### src/rtl/lf_pkg.sv
package lf_pkg;
    localparam int WORD_W  = 32;
    localparam int VER_W   = 8;
    localparam int SRC_W   = 4;
    localparam int REG_W   = 2;
    localparam int BX_W    = 8;
    localparam int BUF_W   = 2;
    localparam int VER_LSB = 24;
    localparam int SRC_LSB = 20;
    localparam int REG_LSB = 18;
    localparam int BX_LSB  = 2;
    localparam int BUF_LSB = 0;

    typedef enum logic [1:0] {
        ST_IDLE,
        ST_HDR,
        ST_PAY,
        ST_TRL
    } lf_state_e;

    typedef struct packed {
        logic [VER_W-1:0] ver;
        logic [SRC_W-1:0] src;
        logic [REG_W-1:0] region;
        logic [BX_W-1:0]  bx;
        logic [BUF_W-1:0] bufn;
    } lf_hdr_t;
endpackage

### src/rtl/lf_hdr_pack.sv
module lf_hdr_pack
    import lf_pkg::*;
(
    input  lf_hdr_t             fields,
    output logic [WORD_W-1:0]   word
);
    always_comb begin
        word = '0;
        word[VER_LSB +: VER_W] = fields.ver;
        word[SRC_LSB +: SRC_W] = fields.src;
        word[REG_LSB +: REG_W] = fields.region;
        word[BX_LSB  +: BX_W]  = fields.bx;
        word[BUF_LSB +: BUF_W] = fields.bufn;
    end
endmodule

### src/rtl/lf_pay_counter.sv
module lf_pay_counter #(
    parameter int CNT_W = 16
) (
    input  logic             clk,
    input  logic             rst_n,
    input  logic             clr,
    input  logic             inc,
    output logic [CNT_W-1:0] cnt,
    output logic             ovf
);
    localparam logic [CNT_W-1:0] CNT_MAX = '1;

    typedef struct packed {
        logic [CNT_W-1:0] cnt;
        logic             ovf;
    } cnt_t;

    cnt_t c_d, c_q;

    always_comb begin
        c_d = c_q;
        if (clr) begin
            c_d.cnt = '0;
            c_d.ovf = 1'b0;
        end else if (inc) begin
            if (c_q.cnt == CNT_MAX) begin
                c_d.ovf = 1'b1;
            end else begin
                c_d.cnt = c_q.cnt + 1'b1;
            end
        end
    end

    always_ff @(posedge clk) begin
        if (!rst_n) begin
            c_q <= '0;
        end else begin
            c_q <= c_d;
        end
    end

    assign cnt = c_q.cnt;
    assign ovf = c_q.ovf;

    // once at the limit the count stays there until cleared
    assert_sat_hold_R6: assert property (@(posedge clk) disable iff (!rst_n)
        (c_q.cnt == CNT_MAX && !clr) |=> (c_q.cnt == CNT_MAX));

    // overflow flag only rises when the count was already full
    assert_ovf_at_max_R6: assert property (@(posedge clk) disable iff (!rst_n)
        (!c_q.ovf && inc && !clr && c_q.cnt != CNT_MAX) |=> !c_q.ovf);
endmodule

### src/rtl/link_framer.sv
module link_framer
    import lf_pkg::*;
#(
    parameter  int SIZE_W = 16,
    localparam int FLAG_W = WORD_W - SIZE_W
) (
    input  logic              clk,
    input  logic              rst_n,
    input  logic              start_valid,
    output logic              start_ready,
    input  logic              start_empty,
    input  logic [VER_W-1:0]  hdr_ver,
    input  logic [SRC_W-1:0]  hdr_src,
    input  logic [REG_W-1:0]  hdr_region,
    input  logic [BX_W-1:0]   hdr_bx,
    input  logic [BUF_W-1:0]  hdr_buf,
    input  logic              pl_valid,
    output logic              pl_ready,
    input  logic [WORD_W-1:0] pl_data,
    input  logic              pl_last,
    input  logic [FLAG_W-1:0] err_in,
    output logic              out_valid,
    input  logic              out_ready,
    output logic [WORD_W-1:0] out_data
);
    typedef struct packed {
        lf_state_e         st;
        lf_hdr_t           hdr;
        logic              empty;
        logic [FLAG_W-1:0] err;
    } ctl_t;

    ctl_t r_d, r_q;

    logic              start_fire;
    logic              pl_fire;
    logic [WORD_W-1:0] hdr_word;
    logic [SIZE_W-1:0] pay_cnt;
    logic              pay_ovf;
    lf_hdr_t           hdr_in;

    assign hdr_in = '{ver: hdr_ver, src: hdr_src, region: hdr_region,
                      bx: hdr_bx, bufn: hdr_buf};

    lf_hdr_pack u_hdr (
        .fields (r_q.hdr),
        .word   (hdr_word)
    );

    lf_pay_counter #(.CNT_W(SIZE_W)) u_cnt (
        .clk   (clk),
        .rst_n (rst_n),
        .clr   (start_fire),
        .inc   (pl_fire),
        .cnt   (pay_cnt),
        .ovf   (pay_ovf)
    );

    // handshake and output mux
    always_comb begin
        start_ready = (r_q.st == ST_IDLE);
        start_fire  = start_valid && start_ready;
        pl_ready    = (r_q.st == ST_PAY) && out_ready;
        pl_fire     = pl_valid && pl_ready;
        case (r_q.st)
            ST_HDR: begin
                out_valid = 1'b1;
                out_data  = hdr_word;
            end
            ST_PAY: begin
                out_valid = pl_valid;
                out_data  = pl_data;
            end
            ST_TRL: begin
                out_valid = 1'b1;
                out_data  = {pay_cnt, r_q.err | FLAG_W'(pay_ovf)};
            end
            default: begin
                out_valid = 1'b0;
                out_data  = '0;
            end
        endcase
    end

    // next-state computation
    always_comb begin
        r_d = r_q;
        case (r_q.st)
            ST_IDLE: begin
                if (start_fire) begin
                    r_d.hdr   = hdr_in;
                    r_d.empty = start_empty;
                    r_d.err   = start_empty ? err_in : '0;
                    r_d.st    = ST_HDR;
                end
            end
            ST_HDR: begin
                if (out_ready) begin
                    r_d.st = r_q.empty ? ST_TRL : ST_PAY;
                end
            end
            ST_PAY: begin
                if (pl_fire && pl_last) begin
                    r_d.err = err_in;
                    r_d.st  = ST_TRL;
                end
            end
            ST_TRL: begin
                if (out_ready) begin
                    r_d.st = ST_IDLE;
                end
            end
            default: r_d.st = ST_IDLE;
        endcase
    end

    always_ff @(posedge clk) begin
        if (!rst_n) begin
            r_q <= '{st: ST_IDLE, hdr: '0, empty: 1'b0, err: '0};
        end else begin
            r_q <= r_d;
        end
    end

    // a stalled output word stays put
    assert_hold_R7: assert property (@(posedge clk) disable iff (!rst_n)
        (out_valid && !out_ready) |=> (out_valid && $stable(out_data)));

    // no second start until the trailer is taken
    assert_start_block_R8: assert property (@(posedge clk) disable iff (!rst_n)
        start_fire |=> !start_ready);

    // captured header does not move while a packet is open
    assert_hdr_fixed_R3: assert property (@(posedge clk) disable iff (!rst_n)
        (r_q.st != ST_IDLE) |=> $stable(r_q.hdr));

    // empty packet goes from header straight to a zero-size trailer
    assert_empty_trl_R9: assert property (@(posedge clk) disable iff (!rst_n)
        (r_q.st == ST_HDR && r_q.empty && out_ready)
            |=> (out_valid && out_data[WORD_W-1 -: SIZE_W] == '0));
endmodule

### config.mk
export PLATFORM = sky130hd
export DESIGN_NAME = link_framer
export DESIGN_NICKNAME = d
export VERILOG_FILES = /design/src/rtl/lf_pkg.sv /design/src/rtl/lf_hdr_pack.sv /design/src/rtl/lf_pay_counter.sv /design/src/rtl/link_framer.sv
export SDC_FILE = /design/constraint.sdc
export NUM_CORES = 1
export LEC_CHECK = 0
export ABC_AREA = 0
export BUFFER_PORTS_ARGS = -buffer_cell sky130_fd_sc_hd__buf_2
export CAP_MARGIN = 20
export CORE_MARGIN = 2
export CORE_UTILIZATION = 46
export DETAILED_ROUTE_END_ITERATION = 16
export PLACE_DENSITY = 0.85
export SYNTH_ARGS = -nofsm -noshare
export SYNTH_HDL_FRONTEND = slang
export SYNTH_HIERARCHICAL = 1
export SYNTH_SLANG_ARGS = --single-unit
### constraint.sdc
create_clock -name clk -period 2.2 [get_ports clk]
set_input_delay 0.22 -clock clk [delete_from_list [all_inputs] [get_ports clk]]
set_output_delay 0.22 -clock clk [all_outputs]
set_load 0.02 [all_outputs]
==> reports/metrics.cfg <==
[status]
outcome=complete, no violations

[routing]
vias_per_cell=5.838
dr.pass1.iters=8
drc=0
initialDrtViolationCount=463
drt_wl_total_mm=9.467
dr_total_vias=3561
post_drt_wl_per_cell_um=15.52
antenna_left=0

[critical_path]
cp-start-kind=flop
crit_fanout=27
cp.required_ns=1.98
end_kind=primary output
r2r_start=r_q[41]$_SDFFE_PN0P_
critPathKind=reg2out
ff2ff_path_depth=7
cp_data_arrival_time_ns=1.86
r2r_slack_ns=0.14
rr_endpoint=u_cnt/cnt[7]$_SDFFE_PP0P_
critPathLaunch=r_q[42]$_SDFFE_PN0P_
cp-endpoint=out_data[30]

[timing]
tightest_slew_ns=0.5002
setup_slack_ns=0.1222
max_freq_mhz=481.3
period_minus_slack_ns=2.078
final.setup.tns_ns=0
whs_ns=0.1290
finalSetupViolations=0
drv_slew=0
rsz0062_at_grt=no
clock-skew-final_ns=0.006851
maxSlewHeadroom=0.6645
hold_viol=0
fin_crit_sh=0.9445

[floorplanning]
start_util=0.4729
die_x_um=90.13
core_area_um2=7214
placementRows=31
dieArea_um2=8123
ios=114
die_h_um=90.13

[logic_synthesis]
syn_inst=427
ys_ff_latch=60
yosysWarnings=6
syn_area_per_cell_um2=7.991
yosysSeqAreaShare=0.3520
ys.flop_type=dfxtp_1
synth_edf_count=0
synthDistinctLibCells=50
async_reset_ff_frac=0
synth_area_um2=3412

[cells_and_area]
syn_to_final_growth_pct=19.11
drive_above_1_share=0.2975
post-route-cell-area_um2=4064
diodes=0
fin_util=0.5633
fin_nets=593
fin_cells=610

[placed_design]
portBuffers=113
place_ws_ns=0.1029
dpl.cell_count=596
dpl_cell_area_um2=3865
dp_hpwl_mm=6.878
place_congestion=0.8817

[clock_tree]
clock-sinks=60
ctsHoldBuffers=0
clkSlewWorstSetupHoldPaths_ns=0.06
cts_max_level=3
cts_inserted_buffers=9
root_buffer=clkbuf_8
tritoncts=yes
clockBufferDepth=2
clk_latency_ns=0.33
postCtsSetupBuffers=0

[global_routing]
grtUsageTotal=0.2210
antenna_found_initial=0
grt_pass1_wl_mm=14.75
grt_overflow=0
grt_max_degree=40
grt_pass1_vias=3117

[power]
p_total_mw=3.872
vdd_ir_drop_max_v=0.0004487
power.density_nw_per_um2=952.8
p_leak_nw=1.730

[hold_path]
hold_class=in2reg
hold_path_depth=3

[flow_run]
drv_cap=0

-- state kept, by name, summed over array words and instances, names as in the netlist --
name       count
r_q           43
u_cnt/ovf      1
u_cnt/cnt     16
-- critical path: stages (launching register included) --
cell	delay (ns)
dfxtp_1	0.38
inv_1	0.13
ha_4	0.22
buf_12	0.17
a222oi_1	0.34
nor2_1	0.11
buf_2	0.17
-- per-layer routing --
metal  vias up  part of all wire  GRT usage
met5         -                 0          0
met4         0             0.013    0.09615
met2       180              0.49     0.3578
li1       1681                 -          -
met3        14             0.070    0.02934
met1      1686              0.43     0.2952
-- layout make-up --
class,instances,area [µm²]
inverters,6,22.52
fillers,673,3151
clock inverters,3,40.04
repair buffers,127,699.4
multi-input cells,304,1844
flip-flops and latches,60,1202
clock buffers,11,131.4
well taps,99,123.9
-- cells in the final DEF (no fill, tap or decap), drive strengths merged, types with 3 or more instances in the layout --
master    n
buf     127
nor3      4
a222oi   31
a211oi    5
nand3    29
o311ai    3
and3      4
nand4     3
nor4      5
a211o     3
nor2     37
dfxtp    60
clkinv    4
nand2    82
conb      8
a31oi     3
or4       3
a21oi    29
inv       4
or3       3
mux2i    20
ha        6
clkbuf   11
-- report_power, final --
group / internal [mW] / switching, mW
Clock: 0.507 / 0.396
Combinational: 0.627 / 1.02
Sequential: 1.23 / 0.0981
-- worst min path at each step --
stage,startpoint,endpoint
after floorplan,start_empty,r_q[16]$_SDFFE_PN0P_
after global placement,r_q[0]$_SDFFE_PN0P_,r_q[0]$_SDFFE_PN0P_
after detailed placement,r_q[32]$_SDFFE_PN0P_,r_q[32]$_SDFFE_PN0P_
after CTS,hdr_bx[3],r_q[22]$_SDFFE_PN0P_
after global routing,hdr_src[2],r_q[31]$_SDFFE_PN0P_
final,hdr_bx[3],r_q[22]$_SDFFE_PN0P_
-- logic make-up after synthesis --
family | Yosys count | share of synthesized area
multiplexers | 20 | 0.05867
flip-flops | 60 | 0.3520
other | 1 | 0.001099
adder cells (fa/ha/maj) | 6 | 0.02200
buffers and inverters | 70 | 0.1217
AND/OR/NAND/NOR | 179 | 0.2395
AO/OA/AOI/OAI | 91 | 0.2050
-- Yosys cell counts (5+ instances only) --
library cell   n  share of area
a211oi_1       5          0.011
a21oi_1       29          0.043
a222oi_1      31          0.091
buf_2          7          0.010
buf_4         32          0.070
clkbuf_1      20          0.022
dfxtp_1       60           0.35
ha_1           6          0.022
mux2i_1       20          0.059
nand2_1       82          0.090
nand3_1       28          0.041
nor2_1        37          0.041
-- repair_timing --
| action | in CTS | in global routing |
|---|---|---|
| pin swaps | 0 | 2 |
| gates resized for setup | 1 | 6 |
| setup endpoints to repair | 1 | 6 |
Note: power is estimated with default switching activity, not from simulation.
